### src/rtl/pra_pkg.sv
package pra_pkg;
   typedef enum logic [1:0] {
      ST_ACT  = 2'd0,
      ST_PD   = 2'd1,
      ST_WAKE = 2'd2,
      ST_SR   = 2'd3
   } pra_state_e;

   localparam int STB_N   = 5;
   localparam int STB_REF = 4;
   localparam int STB_PDE = 3;
   localparam int STB_PDX = 2;
   localparam int STB_SRE = 1;
   localparam int STB_SRX = 0;

   localparam int RQ_N   = 2;
   localparam int RQ_REF = 0;
   localparam int RQ_SR  = 1;
endpackage

### src/rtl/pra_req_hold.sv
module pra_req_hold #(
   parameter int N = 2
) (
   input  logic         clk,
   input  logic         rst_n,
   input  logic [N-1:0] req_i,
   input  logic [N-1:0] take_i,
   input  logic [N-1:0] drop_i,
   output logic [N-1:0] want_o
);
   initial begin
      assert (N >= 1) else $error("pra_req_hold: N must be at least 1");
   end

   logic [N-1:0] pend_q;

   assign want_o = req_i | pend_q;

   always_ff @(posedge clk) begin
      if (!rst_n) pend_q <= '0;
      else        pend_q <= want_o & ~take_i & ~drop_i;
   end

   for (genvar i = 0; i < N; i++) begin : g_chk
      assert_req_held_R11: assert property (@(posedge clk) disable iff (!rst_n)
         (want_o[i] && !take_i[i] && !drop_i[i]) |=> want_o[i]);
   end
endmodule

### src/rtl/pra_idle_timer.sv
module pra_idle_timer #(
   parameter int TMO_W       = 16,
   parameter int RST_TIMEOUT = 16,
   parameter bit ZERO_CLAMP  = 1'b1
) (
   input  logic             clk,
   input  logic             rst_n,
   input  logic             cfg_we,
   input  logic [TMO_W-1:0] cfg_wdata,
   input  logic             idle_i,
   output logic             hit_o,
   output logic [TMO_W-1:0] tmo_o
);
   localparam logic [TMO_W-1:0] TMO_RST = TMO_W'(RST_TIMEOUT);
   localparam logic [TMO_W-1:0] TMO_ONE = TMO_W'(1);

   initial begin
      assert (TMO_W >= 1 && TMO_W <= 32) else $error("pra_idle_timer: TMO_W out of range");
      assert (RST_TIMEOUT >= 1 && RST_TIMEOUT < (64'd1 << TMO_W))
         else $error("pra_idle_timer: RST_TIMEOUT out of range");
   end

   logic [TMO_W-1:0] cfg_q, lat_q, cnt_q, wr_val;
   logic [TMO_W:0]   cnt_inc;

   if (ZERO_CLAMP) begin : g_clamp
      assign wr_val = (cfg_wdata == '0) ? TMO_ONE : cfg_wdata;
   end else begin : g_reject
      assign wr_val = (cfg_wdata == '0) ? cfg_q : cfg_wdata;
   end

   always_ff @(posedge clk) begin
      if (!rst_n)      cfg_q <= TMO_RST;
      else if (cfg_we) cfg_q <= wr_val;
   end

   assign cnt_inc = {1'b0, cnt_q} + {{TMO_W{1'b0}}, 1'b1};
   assign hit_o   = idle_i && (cnt_inc >= {1'b0, lat_q});
   assign tmo_o   = cfg_q;

   always_ff @(posedge clk) begin
      if (!rst_n) begin
         cnt_q <= '0;
         lat_q <= TMO_RST;
      end else if (!idle_i) begin
         cnt_q <= '0;
         lat_q <= cfg_q;
      end else if (hit_o) begin
         cnt_q <= '0;
      end else begin
         cnt_q <= cnt_inc[TMO_W-1:0];
      end
   end

   assert_tmo_nonzero_R5: assert property (@(posedge clk) disable iff (!rst_n)
      cfg_q != '0);
   assert_hit_needs_idle_run_R4: assert property (@(posedge clk) disable iff (!rst_n)
      (hit_o && lat_q > TMO_ONE) |-> $past(idle_i));
   if (ZERO_CLAMP) begin : g_clamp_chk
      assert_zero_clamped_R5: assert property (@(posedge clk) disable iff (!rst_n)
         (cfg_we && cfg_wdata == '0) |=> cfg_q == TMO_ONE);
   end
   assert_restart_count_R3: assert property (@(posedge clk) disable iff (!rst_n)
      (!idle_i && $past(!idle_i)) |-> !hit_o);
endmodule

### src/rtl/pra_ctrl_fsm.sv
module pra_ctrl_fsm
   import pra_pkg::*;
#(
   parameter int EXIT_DLY = 3
) (
   input  logic             clk,
   input  logic             rst_n,
   input  logic             q_empty_i,
   input  logic             rw_valid_i,
   input  logic             ref_want_i,
   input  logic             sr_want_i,
   input  logic             sr_exit_i,
   input  logic             tmr_hit_i,
   output logic             idle_o,
   output logic             ref_take_o,
   output logic             sr_take_o,
   output logic             rw_grant_o,
   output logic [STB_N-1:0] stb_o,
   output logic             in_pd_o
);
   localparam int DW = (EXIT_DLY < 2) ? 1 : $clog2(EXIT_DLY);
   localparam logic [DW-1:0] DLY_LAST = DW'(EXIT_DLY - 1);

   initial begin
      assert (EXIT_DLY >= 1) else $error("pra_ctrl_fsm: EXIT_DLY must be at least 1");
   end

   pra_state_e st_q, st_d;
   logic [DW-1:0] dly_q, dly_d;
   logic wake_req;

   assign wake_req = !q_empty_i || rw_valid_i || ref_want_i || sr_want_i;
   assign idle_o   = (st_q == ST_ACT) && q_empty_i && !ref_want_i && !sr_want_i;
   assign in_pd_o  = (st_q == ST_PD);

   always_comb begin
      st_d       = st_q;
      dly_d      = dly_q;
      stb_o      = '0;
      rw_grant_o = 1'b0;
      ref_take_o = 1'b0;
      sr_take_o  = 1'b0;
      unique case (st_q)
         ST_ACT: begin
            if (ref_want_i) begin
               stb_o[STB_REF] = 1'b1;
               ref_take_o     = 1'b1;
            end else if (sr_want_i) begin
               stb_o[STB_SRE] = 1'b1;
               sr_take_o      = 1'b1;
               st_d           = ST_SR;
            end else if (rw_valid_i) begin
               rw_grant_o = 1'b1;
            end else if (tmr_hit_i) begin
               stb_o[STB_PDE] = 1'b1;
               st_d           = ST_PD;
            end
         end
         ST_PD: begin
            if (wake_req) begin
               stb_o[STB_PDX] = 1'b1;
               st_d           = ST_WAKE;
               dly_d          = '0;
            end
         end
         ST_WAKE: begin
            if (dly_q == DLY_LAST) begin
               st_d  = ST_ACT;
               dly_d = '0;
            end else begin
               dly_d = dly_q + DW'(1);
            end
         end
         ST_SR: begin
            sr_take_o = sr_want_i;
            if (sr_exit_i) begin
               stb_o[STB_SRX] = 1'b1;
               st_d           = ST_WAKE;
               dly_d          = '0;
            end
         end
         default: st_d = ST_ACT;
      endcase
   end

   always_ff @(posedge clk) begin
      if (!rst_n) begin
         st_q  <= ST_ACT;
         dly_q <= '0;
      end else begin
         st_q  <= st_d;
         dly_q <= dly_d;
      end
   end

   assert_one_strobe_R10: assert property (@(posedge clk) disable iff (!rst_n)
      $onehot0(stb_o));
   assert_no_grant_after_wake_R8: assert property (@(posedge clk) disable iff (!rst_n)
      stb_o[STB_PDX] |=> !rw_grant_o);
   assert_sr_quiet_R9: assert property (@(posedge clk) disable iff (!rst_n)
      stb_o[STB_SRE] |=> (!rw_grant_o && !stb_o[STB_PDE]));
   assert_refresh_first_R2: assert property (@(posedge clk) disable iff (!rst_n)
      rw_grant_o |-> !ref_want_i);
   assert_pd_status_R7: assert property (@(posedge clk) disable iff (!rst_n)
      stb_o[STB_PDE] |=> in_pd_o);
endmodule

### src/rtl/pwr_refresh_arbiter.sv
module pwr_refresh_arbiter
   import pra_pkg::*;
#(
   parameter int TMO_W       = 16,
   parameter int RST_TIMEOUT = 16,
   parameter int EXIT_DLY    = 3,
   parameter bit ZERO_CLAMP  = 1'b1
) (
   input  logic             clk,
   input  logic             rst_n,
   input  logic             q_empty,
   input  logic             rw_valid,
   input  logic             ref_req,
   input  logic             sr_enter,
   input  logic             sr_exit,
   input  logic             cfg_we,
   input  logic [TMO_W-1:0] cfg_wdata,
   output logic [TMO_W:0]   cfg_rdata,
   output logic             rw_grant,
   output logic             cmd_refresh,
   output logic             cmd_pd_enter,
   output logic             cmd_pd_exit,
   output logic             cmd_sr_enter,
   output logic             cmd_sr_exit
);
   logic [RQ_N-1:0]  rq_in, rq_take, rq_drop, rq_want;
   logic [STB_N-1:0] stb;
   logic [TMO_W-1:0] tmo;
   logic idle, hit, in_pd, ref_take, sr_take;

   assign rq_in[RQ_REF]   = ref_req;
   assign rq_in[RQ_SR]    = sr_enter;
   assign rq_take[RQ_REF] = ref_take;
   assign rq_take[RQ_SR]  = sr_take;
   assign rq_drop[RQ_REF] = 1'b0;
   assign rq_drop[RQ_SR]  = sr_exit;

   pra_req_hold #(.N(RQ_N)) u_hold (
      .clk    (clk),
      .rst_n  (rst_n),
      .req_i  (rq_in),
      .take_i (rq_take),
      .drop_i (rq_drop),
      .want_o (rq_want)
   );

   pra_idle_timer #(
      .TMO_W       (TMO_W),
      .RST_TIMEOUT (RST_TIMEOUT),
      .ZERO_CLAMP  (ZERO_CLAMP)
   ) u_timer (
      .clk       (clk),
      .rst_n     (rst_n),
      .cfg_we    (cfg_we),
      .cfg_wdata (cfg_wdata),
      .idle_i    (idle),
      .hit_o     (hit),
      .tmo_o     (tmo)
   );

   pra_ctrl_fsm #(.EXIT_DLY(EXIT_DLY)) u_fsm (
      .clk        (clk),
      .rst_n      (rst_n),
      .q_empty_i  (q_empty),
      .rw_valid_i (rw_valid),
      .ref_want_i (rq_want[RQ_REF]),
      .sr_want_i  (rq_want[RQ_SR]),
      .sr_exit_i  (sr_exit),
      .tmr_hit_i  (hit),
      .idle_o     (idle),
      .ref_take_o (ref_take),
      .sr_take_o  (sr_take),
      .rw_grant_o (rw_grant),
      .stb_o      (stb),
      .in_pd_o    (in_pd)
   );

   assign cfg_rdata    = {in_pd, tmo};
   assign cmd_refresh  = stb[STB_REF];
   assign cmd_pd_enter = stb[STB_PDE];
   assign cmd_pd_exit  = stb[STB_PDX];
   assign cmd_sr_enter = stb[STB_SRE];
   assign cmd_sr_exit  = stb[STB_SRX];

   assert_pd_enter_on_empty_R4: assert property (@(posedge clk) disable iff (!rst_n)
      cmd_pd_enter |-> q_empty);
endmodule

### config.mk
export PLATFORM = sky130hd
export DESIGN_NAME = pwr_refresh_arbiter
export DESIGN_NICKNAME = d
export VERILOG_FILES = /design/src/rtl/pra_pkg.sv /design/src/rtl/pra_req_hold.sv /design/src/rtl/pra_idle_timer.sv /design/src/rtl/pra_ctrl_fsm.sv /design/src/rtl/pwr_refresh_arbiter.sv
export SDC_FILE = /design/constraint.sdc
export NUM_CORES = 1
export LEC_CHECK = 0
export CAP_MARGIN = 20
export CORE_UTILIZATION = 36
export CTS_BUF_LIST = sky130_fd_sc_hd__clkbuf_16
export CTS_CLUSTER_DIAMETER = 40
export DETAILED_ROUTE_END_ITERATION = 8
export DONT_BUFFER_PORTS = 1
export PLACE_DENSITY = 0.5
export SYNTH_ARGS = -nofsm -noshare
export SYNTH_HDL_FRONTEND = slang
export SYNTH_SLANG_ARGS = --single-unit
### constraint.sdc
create_clock -name clk -period 4 [get_ports clk]
set_clock_uncertainty 0.1 [all_clocks]
set_input_delay 0.8 -clock clk [delete_from_list [all_inputs] [get_ports clk]]
set_output_delay 0.8 -clock clk [all_outputs]
set_load 0.01 [all_outputs]
* Yosys cells after proc, flatten, opt, wreduce, memory -nomap -nowiden
Index checks and enable logic that the tools add are counted.
Word-level totals: flip-flop bits (word level) 54, bits of input ports 24, output and inout bits 23, word-level logic and storage cells 74
Operators by class: $add $sub $neg 2, $lt $le $gt $ge 1, eq/ne operators 10, mux-type cells 32, bitwise logic cells 7, reductions and logical operators 16
Operators by type and width (number):
- $mux W2 | 11
- $add A16 B1 Y17 const B | 1
- $ge A17 B16 Y1 | 1
- $mux W1 | 17
- $logic_not A16 Y1 | 1
- $mux W16 | 1
- $pmux W2 S4 | 1
- $eq A2 B2 Y1 const B | 3
- $ne A3 B3 Y1 const B | 2
- $pmux W2 S3 | 1
- $reduce_and A6 Y1 | 1
- $and A2 B2 Y2 | 2
- $logic_and A1 B1 Y1 | 4
- $ne A2 B1 Y1 const B | 2
- $ne A2 B2 Y1 const B | 2
- $not A2 Y2 | 2
- $logic_not A1 Y1 | 3
- $logic_or A1 B1 Y1 | 3
- $reduce_and A3 Y1 | 1
- $reduce_bool A3 Y1 | 1
- $reduce_or A3 Y1 | 1
- $add A2 B1 Y2 const B | 1
- $eq A2 B1 Y1 const B | 1
- $logic_not A2 Y1 | 1
- other kinds (3) | 4

* Depth between registers and ports, before layout
Gate-level depths: netlist of run 1.
depth in word-level cells 10, gate-level depth with buffers 13, mapped depth without buffers 12

* Cells and area by module
From an unflattened synthesis of run 1, not the netlist that was laid out.
Unflattened totals: cell total of the unflattened synthesis 312, area, all modules 2851.5 µm²
By module, submodules not included:
- pra_idle_timer | instances 1, cells each 256, area each 2387.3 µm², sequential area each 960.9 µm²
- pra_ctrl_fsm | instances 1, cells each 46, area each 380.4 µm², sequential area each 80.1 µm²
- pra_req_hold | instances 1, cells each 8, area each 72.6 µm², sequential area each 40.0 µm²
- pwr_refresh_arbiter | instances 1, cells each 2, area each 11.3 µm², sequential area each 0.0 µm²

* Least setup slack after synthesis of run 1
OpenSTA, ideal clock, no wires.
path type register -> output, from reg u_timer.cnt_q[2], to out cmd_pd_enter, arrival time 2504 ps, required time 3100 ps, slack 596 ps, stages on the path, launching flop included 13, path buffers 0, cells stage by stage dfxtp_1 and4_4 and4_1 and4_1 nand4_1 xnor2_1 ha_1 a21oi_1 a21boi_0 o31ai_1 o211ai_1 o21ai_0 nor2_1
Between the ends: word-level cells in the longest chain between the ends 8
Ends and longest elaborated chain:
- start, declared | line pra_idle_timer.sv:23 | logic [TMO_W-1:0] cfg_q, lat_q, cnt_q, wr_val;
- start signal, assigned | line pra_idle_timer.sv:51 | cnt_q <= cnt_inc[TMO_W-1:0];
- $add A16 B1 Y17 | line pra_idle_timer.sv:37 | assign cnt_inc = {1'b0, cnt_q} + {{TMO_W{1'b0}}, 1'b1};
- net u_timer.cnt_inc[13] | line pra_idle_timer.sv:24 | logic [TMO_W:0] cnt_inc;
- $ge A17 B16 Y1 | line pra_idle_timer.sv:38 | assign hit_o = idle_i && (cnt_inc >= {1'b0, lat_q});
- $logic_and A1 B1 Y1 | line pra_idle_timer.sv:38
- $mux W1 | line pra_ctrl_fsm.sv:54 | end else if (tmr_hit_i) begin
- $mux W1 | line pra_ctrl_fsm.sv:52 | end else if (rw_valid_i) begin
- $mux W1 | line pra_ctrl_fsm.sv:48 | end else if (sr_want_i) begin
- $mux W1 | line pra_ctrl_fsm.sv:45 | if (ref_want_i) begin
- $mux W2 | line pra_ctrl_fsm.sv:43 | unique case (st_q)
- end, declared | line pwr_refresh_arbiter.sv:21 | output logic cmd_pd_enter,
The timed path passes the listed nets, and every way through them passes these cells.

* Worst setup path after layout of run 1
Same ends and word-level chain as after synthesis.

==> impl_results.md, run 1 <==
* Maximum clock path buffer count at 2
* Vias in the first global route at 1987
* LEAKAGE at 0.001203 uW
* Worst path required time at 3.10 ns
* Synth area leader: dfxtp_1
* Synthesized flop and latch total at 54
* Gr usage total at 0.1482
* Worst setup EP type: output port
* Die area at 8096 um^2
* GR Overflow Total at 0
* Buf+Inv Stages, Crit Path at 0
* Number of enable flip-flop cells after synthesis at 0
* Total core area at 7370 um^2
* Top post-synthesis cells by area: dfxtp_1 (39%), ha_1 (9.4%), nand2_1 (6.1%)
* Die H at 89.98 um
* Starting density of the core at 0.3781
* Share of the synthesized area in the top cell type at 0.3880
* Via count at 2047
* Max incr delay on CP at 0.37 ns
* Synth top cells by count: dfxtp_1 (54), nand2_1 (45), ha_1 (21)
* Synth warn at 0
* Hold depth at 2
* Critical Path, Cell by Cell: and4_4, and4_4, and4_4, nand4_1, xnor2_2, ha_1, a21oi_1, a21boi_0, o31ai_1, o211ai_1, o21ai_1, nor2_1
* Ys flop type: dfxtp_1
* Layout Nets at 355
* Row cnt at 31
* FFs w/ async S/R, synth at 0
* Max-Cap Viols at 0
* Multi-input gate area at 1582 um^2
* # port buffers at 0
* Worst r2r path cells at 12
* Top Metal Used: met4
* Unrepaired setup endpoints after global routing: no
* Pwr Total at 1255 uW
* Clock root buffer master: clkbuf_16
* Fin. max-slew vios at 0
* Hold-critical path endpoint: u_timer.lat_q[1]$_SDFFE_PN0N_
* Worst Setup Path Type: register to output port
* Initial antenna violation count at 0
* Final hold vios at 0
* Hold Startpoint: u_timer.lat_q[1]$_SDFFE_PN0N_
* Final Critical Period at 3.816 ns
* Clk_lat worst skew at 0.29 ns
* CP most frequent cell: and4_4
* Share of cells above drive strength 1 at 0.09968
* Setup TNS at 0 ns
* Max Clk Rate at 262.0 MHz
* Slowest CP cell: dfxtp_4
* Clock sinks at 54
* Cell variety after synth at 47
* Top cell family by delay on the critical path: simple AND/OR/NAND/NOR gates
* H-tree depth at 2
* PD cells at 413.0 nW/um^2
* Largest net degree at the start of global routing at 41
* Worst reg-to-reg setup slack at 0.74 ns
* Via density at 4.993
* Storage cell area at 1089 um^2
* Worst-margin pin slew at 0.7148 ns
* Antenna diodes at 0
* Drt pass-1 iters at 5
* Area grow syn2layout at 9.025%
* DR WL met3 at 312 um
* Mapped cell area at 2786 um^2
* Mapped Cells at 312
* Routability cong. at 0.7380
* Wl on met1 at 2936 um
* Initial DRC count at 100
* First-pass GRT wire length at 9680 um
* Crit-path max FO at 5
* Worst-path clk slew at 0.07 ns
* Routed Antenna Nets at 0
* Final setup viols at 0
* Outcome: finished, final reports clean
* Top-count cell post-synth: dfxtp_1
* Final Cycle Share at 0.9541
* Syn Nets at 357
* Drt drc at 0
* Fillers at 774
* Clock tree from TritonCTS: done
* I/O pins at 47
* Die boundary width at 89.98 um
* Post-synthesis sequential area ratio at 0.3880
* Routed WL at 5588 um
* FF-to-FF End: u_timer.cnt_q[2]$_SDFF_PP0_
* CP Launch Type: register
* Detail Placement HPWL at 4221 um
* Cts bufs inserted at 5
* Worst Path Arrival at 2.92 ns
* Avg WL per Cell at 13.63 um
* Post-CTS Hold Buffers at 0
* Met2 wire length at 2277 um
* Post-Syn Area per Cell at 8.931 um^2
* Slew HR at 0.5220
* Worst Hold Class: register to register
* RR Startpoint: u_timer.cnt_q[2]$_SDFF_PP0_
* Worst VDD drop at 0.0002001 V
==> report_power, final <==
part | switching [uW] | internal [uW] | leakage [uW]
combinational | 130 | 89.8 | 0.000689
sequential | 33.8 | 572 | 0.000443
clock | 197 | 232 | 0.0000714
total | 360 | 894 | 0.00120
==> metal layers <==
| layer | up-vias | track usage |
|---|---|---|
| li1 | 1065 | - |
| met1 | 922 | 0.2101 |
| met2 | 55 | 0.2135 |
| met3 | 5 | 0.04230 |
| met4 | 0 | 0.05242 |
| met5 | - | 0 |
==> placed cells by master, fill, tap and decap left out, types with 3 or more instances in the layout <==
cell	count
nor2b_2	7
dfxtp_2	3
nor3_1	5
nor2b_1	17
buf_4	3
o21ai_0	3
xor2_1	5
a21boi_0	17
nor4_1	3
xnor2_1	8
nor2_1	19
nand3_1	11
ha_1	21
mux2i_1	15
nand2_1	45
inv_1	20
a21oi_1	6
and4_4	3
and2b_1	6
dfxtp_1	50
a41oi_1	3
nand4_1	5
clkbuf_16	5
a31oi_1	4
==> cells by family after synthesis <==
family,Yosys count,share of synthesized area
and+or+nand+nor,132,0.2582
adders and majority gates,21,0.09430
xor gates and xnor gates,14,0.04401
muxes,15,0.05388
AOI/OAI and AO/OA,44,0.1127
buffers and inverters,32,0.04894
DFF,54,0.3880
==> state kept, by name, indices dropped and copies added (netlist names) <==
register / cells
u_hold.pend_q: 2
u_fsm.dly_q: 2
u_timer.cnt_q: 16
u_timer.lat_q: 16
u_timer.tmo_o: 16
u_fsm.st_q: 2
==> area by class of cell <==
cell class / instances / area share
Sequential cell: 54 / 0.3583
Tap cell: 99 / 0.04077
Clock buffer: 5 / 0.04119
Multi-Input combinational cell: 226 / 0.5206
Clock inverter: 3 / 0.007002
Inverter: 20 / 0.02471
Timing Repair Buffer: 3 / 0.007414
==> worst min-delay path, delay by kind of cell, from the launching register on <==
family	cells	cell delay, ns
flip-flops	1	0.31
AO/OA/AOI/OAI	1	0.06
AND/OR/NAND/NOR	1	0.05
==> stage by stage <==
step | hold slack, ns | instances | worst slack, ns | area [um^2] | util
3_5_place_dp | 0.3602 | 401 | 0.3137 | 2864 | 0.3886
4_1_cts | 0.3682 | 409 | 0.06159 | 3010 | 0.4085
3_3_place_gp | 0.3501 | 401 | 0.3681 | 2864 | 0.3886
5_1_grt | 0.3841 | 410 | 0.01492 | 3038 | 0.4122
2_1_floorplan | 0.3410 | 312 | 0.5962 | 2786 | -
6_report | 0.3618 | 410 | 0.1835 | 3038 | 0.4122
==> timing repair <==
action                     CTS  global route
buffers inserted             0             1
pin swaps                    0             2
resized for setup            1             9
setup endpoints to repair    1             1
hold endpoints to repair     0             0
gates cloned                 0             0
==> how the worst max path moves through the flow <==
stage,cells after the start,slack (ns),startpoint,to
final,12,0.18,u_timer.cnt_q[2]$_SDFF_PP0_,cmd_pd_enter
after global routing,12,0.01,u_timer.cnt_q[2]$_SDFF_PP0_,cmd_pd_enter
after CTS,12,0.06,u_timer.cnt_q[2]$_SDFF_PP0_,cmd_pd_enter
after detailed placement,12,0.31,u_timer.cnt_q[2]$_SDFF_PP0_,cmd_pd_enter
after global placement,12,0.37,u_timer.cnt_q[2]$_SDFF_PP0_,cmd_pd_enter
after floorplan,12,0.60,u_timer.cnt_q[2]$_SDFF_PP0_,cmd_pd_enter
No activity file was read; power rests on OpenSTA's default activity.
==> run 2: changes to the inputs <==
--- a/config.mk
+++ b/config.mk
@@ -12,6 +12,7 @@
 export DETAILED_ROUTE_END_ITERATION = 8
 export DONT_BUFFER_PORTS = 1
 export PLACE_DENSITY = 0.5
+export SKIP_CTS_REPAIR_TIMING = 1
 export SYNTH_ARGS = -nofsm -noshare
 export SYNTH_HDL_FRONTEND = slang
 export SYNTH_SLANG_ARGS = --single-unit
==> constraint.sdc (replaced) <==
create_clock -name clk -period 4.5 [get_ports clk]
set_clock_uncertainty 0.1 [all_clocks]
set_input_delay 0.9 -clock clk [delete_from_list [all_inputs] [get_ports clk]]
set_output_delay 0.9 -clock clk [all_outputs]
set_load 0.02 [all_outputs]
==> run 2 against run 1 <==
Against the previous run:
- total power is 6.2% lower
- register-to-register slack improved by 0.41 ns
- first-iteration DRC count fell by 42%
- critical path type unchanged
- largest cell class unchanged
==> impl_results.md, run 2 (same netlist as run 1, synthesis figures left out) <==
* Unrepaired setup endpoints after global routing: no
* Crit-path max FO at 5 (unchanged)
* Final hold vios at 0 (unchanged)
* Starting density of the core at 0.3781 (unchanged)
* Gr usage total at 0.1500 (+0.001830)
* First-pass GRT wire length at 9660 um (-0.21%)
* WHS at 0.3609 ns (-0.0009110 ns)
* # port buffers at 0 (unchanged)
* Worst path required time at 3.50 ns (+0.40 ns)
* H-tree depth at 2 (unchanged)
* Clock sinks at 54 (unchanged)
* Worst Setup Path Type: register to output port
* Die boundary width at 89.98 um (unchanged)
* CP Launch Type: register
* Detail Placement HPWL at 4269 um (+1.1%)
* Clock tree from TritonCTS: done
* Storage cell area at 1081 um^2 (-0.69%)
* Worst VDD drop at 0.0001585 V (-21%)
* Worst Hold Class: register to register
* Most common cell after layout, fill and taps aside: dfxtp_1
* Die area at 8096 um^2 (unchanged)
* Max-Cap Viols at 0 (unchanged)
* Max Clk Rate at 241.3 MHz
* Outcome: finished, final reports clean
* Initial antenna violation count at 0 (unchanged)
* Routed Antenna Nets at 0 (unchanged)
* Cts bufs inserted at 5 (unchanged)
* PD cells at 389.5 nW/um^2 (-5.7%)
* LEAKAGE at 0.001190 uW (-1.1%)
* Layout Nets at 353 (-0.56%)
* Via count at 2020 (-1.3%)
* Total core area at 7370 um^2 (unchanged)
* Worst-path clk slew at 0.07 ns (about the same)
* Worst-margin pin slew at 0.7052 ns (-0.009633 ns)
* Final Critical Period at 4.144 ns
* Die H at 89.98 um (unchanged)
* Routability cong. at 0.7273 (-1.4%)
* I/O pins at 47 (unchanged)
* Worst Path Arrival at 3.14 ns (+0.22 ns)
* Final Cycle Share at 0.9209
* Largest net degree at the start of global routing at 41 (unchanged)
* Row cnt at 31 (unchanged)
* Fillers at 766 (-1.0%)
* Final setup viols at 0 (unchanged)
* Fin. max-slew vios at 0 (unchanged)
* Setup TNS at 0 ns (unchanged)
* Initial DRC count at 58 (-42%)
* Routed WL at 5586 um (about the same)
* Maximum clock path buffer count at 2 (unchanged)
* Share of cells above drive strength 1 at 0.07120 (-0.02848)
* Via density at 4.951 (-0.84%)
* Slew HR at 0.5281 (+0.006106)
* Avg WL per Cell at 13.69 um (+0.45%)
* Drt drc at 0 (unchanged)
* GR Overflow Total at 0 (unchanged)
* Most frequent cells in the layout: dfxtp_1 (54), nand2_1 (45), inv_1 (21), ha_1 (21), nor2_1 (19)
* Clk_lat worst skew at 0.29 ns (about the same)
* Vias in the first global route at 2041 (+2.7%)
* Antenna diodes at 0 (unchanged)
* Drt pass-1 iters at 4 (-1)
* Multi-input gate area at 1569 um^2 (-0.79%)
* Clock root buffer master: clkbuf_16
* Worst setup EP type: output port
* Area grow syn2layout at 8.487%
run 2: where the power goes:
part	leakage [uW]	switching, uW	internal [uW]
Sequential	0.000441	36.9	509
Combinational	0.000668	124	78.6
Clock	0.0000812	168	261
Total	0.00119	329	848
run 2: area by class of cell:
class	count	area share
clock buffers	5	0.04139
clock inverters	3	0.01366
inverters	20	0.02483
multi-input cells	226	0.5190
flip-flops and latches	54	0.3576
well taps	99	0.04098
repair buffers	1	0.002483
run 2: path summary, 6_finish.rpt:
kind	slack, ns	from	cells past startpoint	end
hold / removal	0.36	u_timer.lat_q[5]$_SDFFE_PN0N_	2	u_timer.lat_q[5]$_SDFFE_PN0N_
hold reg to reg	0.36	u_timer.lat_q[5]$_SDFFE_PN0N_	2	u_timer.lat_q[5]$_SDFFE_PN0N_
setup / recovery	0.36	u_timer.cnt_q[2]$_SDFF_PP0_	12	cmd_pd_enter
setup reg to reg	1.15	u_timer.cnt_q[2]$_SDFF_PP0_	12	u_timer.cnt_q[2]$_SDFF_PP0_
run 2: stage by stage:
stage | cell area (um^2) | cells | utilization | power (uW) | setup WS (ns)
after floorplan | 2786 | 312 | - | 728.4 | 0.9550
after global placement | 2856 | 400 | 0.3876 | 759.6 | 0.7230
after detailed placement | 2856 | 400 | 0.3876 | 759.8 | 0.6486
after CTS | 3023 | 408 | 0.4102 | 1196 | 0.3179
after global routing | 3023 | 408 | 0.4102 | 1249 | 0.1411
final | 3023 | 408 | 0.4102 | 1177 | 0.3559
run 2: critical path, stage by stage, from the launching register on:
cell and delay, ns:
dfxtp_1 0.40, and4_4 0.25, and4_1 0.25, and4_1 0.26
nand4_1 0.12, xnor2_1 0.21, ha_1 0.29, a21oi_1 0.14
a21boi_0 0.09, o31ai_1 0.24, o211ai_1 0.16, o21ai_0 0.27
nor2_1 0.16
run 2: per-layer routing:
metal | up-vias | wire, um | GRT usage | share of wire
li1 | 1053 | - | - | -
met1 | 910 | 2828 | 0.1992 | 0.51
met2 | 52 | 2349 | 0.2288 | 0.42
met3 | 5 | 322 | 0.04061 | 0.058
met4 | 0 | 85 | 0.06452 | 0.015
met5 | - | 0 | 0 | 0
==> run 3: changes to the inputs <==
--- a/config.mk
+++ b/config.mk
@@ -6,6 +6,7 @@
 export NUM_CORES = 1
 export LEC_CHECK = 0
 export CAP_MARGIN = 20
+export CORE_MARGIN = 3
 export CORE_UTILIZATION = 36
 export CTS_BUF_LIST = sky130_fd_sc_hd__clkbuf_16
 export CTS_CLUSTER_DIAMETER = 40
==> run 3 against run 2 <==
Against the previous run:
- critical path depth unchanged
- maximum frequency increased by 0.23%
- register-to-register slack about the same
- critical path type unchanged
- wire length increased by 2.1%
- utilization decreased by 0.29 points
- total power decreased by 4.0%
==> impl_results.md, run 3 (same netlist as run 1, synthesis figures left out) <==
* Outcome: finished, final reports clean
* DR WL met3 at 283 um (-12%)
* CP Depth at 12 (unchanged)
* Most common cell after layout, fill and taps aside: dfxtp_1
* Initial DRC count at 90 (+55%)
* CP Launch Type: register
* Slowest CP cell: dfxtp_1
* Net Switching at 336.3 uW (+2.1%)
* Sequential cell fraction of total power at 0.483 (+0.019)
* Worst-margin pin slew at 0.7067 ns (+0.001464 ns)
* Drt pass-1 iters at 6 (+2)
* Die boundary width at 93.98 um (+4.4%)
* Initial antenna violation count at 0 (unchanged)
* H-tree depth at 2 (unchanged)
* Max incr delay on CP at 0.40 ns (about the same)
* Total core area at 7370 um^2 (unchanged)
* # port buffers at 0 (unchanged)
* LEAKAGE at 0.001176 uW (-1.1%)
* Detail Placement HPWL at 4319 um (+1.2%)
* Via count at 1982 (-1.9%)
* Worst Setup Path Type: register to output port
* Cts bufs inserted at 5 (unchanged)
* Clock sinks at 54 (unchanged)
* Worst Hold Class: register to register
* Row cnt at 31 (unchanged)
* Worst r2r path cells at 12 (unchanged)
* PD cells at 376.4 nW/um^2 (-3.4%)
* Critical Path, Cell by Cell: and4_4, and4_1, and4_1, nand4_1, xnor2_1, ha_1, a21oi_1, a21boi_0, o31ai_1, o211ai_1, o21ai_0, nor2_1
* Worst setup EP type: output port
* Max Clk Rate at 241.9 MHz (+0.23%)
* Wl on met1 at 2969 um (+5.0%)
* First-pass GRT wire length at 9894 um (+2.4%)
* I/O pins at 47 (unchanged)
* Sw Share at 0.2976 (+0.01796)
* Largest net degree at the start of global routing at 41 (unchanged)
* CP most frequent cell: and4_1
* Gr usage total at 0.1403 (-0.009706)
* Crit-path max FO at 5 (unchanged)
* Antenna diodes at 0 (unchanged)
* Final hold vios at 0 (unchanged)
* Clk_lat worst skew at 0.29 ns (about the same)
* Avg WL per Cell at 13.99 um (+2.1%)
* Worst VDD drop at 0.0001319 V (-17%)
* Cell-internal power at 793.6 uW (-6.4%)
* Clock tree from TritonCTS: done
* Area grow syn2layout at 7.723%
* Buf+Inv Stages, Crit Path at 0 (unchanged)
* Worst Path Arrival at 3.13 ns (about the same)
* Vias in the first global route at 2060 (+0.93%)
* Die area at 8831 um^2 (+9.1%)
* Top cell family by delay on the critical path: simple AND/OR/NAND/NOR gates
* Top Metal Used: met4
* Most frequent cells in the layout: dfxtp_1 (54), nand2_1 (45), ha_1 (21)
* Hold depth at 2 (unchanged)
* Drt drc at 0 (unchanged)
* Layout Nets at 353 (unchanged)
* Fin. max-slew vios at 0 (unchanged)
* Unrepaired setup endpoints after global routing: no
* Clock share of power at 0.336 (-0.028)
* Setup TNS at 0 ns (unchanged)
* Routability cong. at 0.8012 (+10%)
* Starting density of the core at 0.3781 (unchanged)
* Final setup viols at 0 (unchanged)
* Routed WL at 5706 um (+2.1%)
* Max-Cap Viols at 0 (unchanged)
* Worst-path clk slew at 0.07 ns (about the same)
* Maximum clock path buffer count at 2 (unchanged)
* Combinational power share at 0.180 (+0.008)
* Slew HR at 0.5275 (-0.0006440)
* Clock root buffer master: clkbuf_16
* Share of cells above drive strength 1 at 0.07120 (unchanged)
* Util after Layout at 0.4073 (-0.002886)
* Routed Antenna Nets at 0 (unchanged)
* Met2 wire length at 2391 um (+1.8%)
* Worst path required time at 3.50 ns (about the same)
* GR Overflow Total at 0 (unchanged)
* Final Critical Period at 4.134 ns (-0.009719 ns)
* Die H at 93.98 um (+4.4%)
* Final Cycle Share at 0.9187 (-0.002160)
* Via density at 4.858 (-1.9%)
==> run 3: worst paths after layout <==
kind	startpoint	endpoint	slack [ns]
hold reg to reg	u_timer.lat_q[1]$_SDFFE_PN0N_	u_timer.lat_q[1]$_SDFFE_PN0N_	0.36
setup / recovery	u_timer.cnt_q[2]$_SDFF_PP0_	cmd_pd_enter	0.37
setup reg to reg	u_timer.cnt_q[2]$_SDFF_PP0_	u_timer.cnt_q[6]$_SDFF_PP0_	1.16
hold / removal	u_timer.lat_q[1]$_SDFFE_PN0N_	u_timer.lat_q[1]$_SDFFE_PN0N_	0.36
==> run 3: power groups by stage <==
stage | clock (uW) | sequential, uW | combinational [uW]
2_1_floorplan | 0 | 549 | 179
3_3_place_gp | 0 | 557 | 203
3_5_place_dp | 0 | 557 | 203
4_1_cts | 400 | 546 | 205
5_1_grt | 415 | 550 | 231
6_report | 380 | 546 | 204
==> run 3: layer usage <==
layer / vias to the layer above / GRT usage
li1: 1053 / -
met1: 884 / 0.1945
met2: 41 / 0.2135
met3: 4 / 0.03526
met4: 0 / 0.04332
met5: - / 0
==> run 3: per-stage QoR <==
step	area [um^2]	power (uW)	cells	hold WS, ns	setup WS [ns]
after floorplan	2786	728.4	312	0.3410	0.9550
after global placement	2856	760.3	400	0.3491	0.7141
after detailed placement	2856	760.5	400	0.3576	0.6938
after CTS	3002	1151	408	0.3660	0.3541
after global routing	3002	1197	408	0.3915	0.1106
final	3002	1130	408	0.3608	0.3656
==> run 3: layout make-up <==
type                            instances  area, um^2
Clock buffer                            5       125.1
Clock inverter                          3       20.02
Fill cell                             762        4368
Inverter                               20       75.07
Multi-Input combinational cell        226        1569
Sequential cell                        54        1081
Tap cell                               99       123.9
Timing Repair Buffer                    1       7.507
==> run 3: worst register-to-register path, stage by stage, from the launching register on <==
cell and delay, ns:
dfxtp_1 0.40, and4_4 0.25, and4_1 0.25, and4_1 0.26, nand4_1 0.12, xnor2_1 0.21, ha_1 0.29, a21oi_1 0.14
a21boi_0 0.10, o31ai_1 0.24, o211ai_1 0.16, or3_4 0.53, and2b_1 0.23
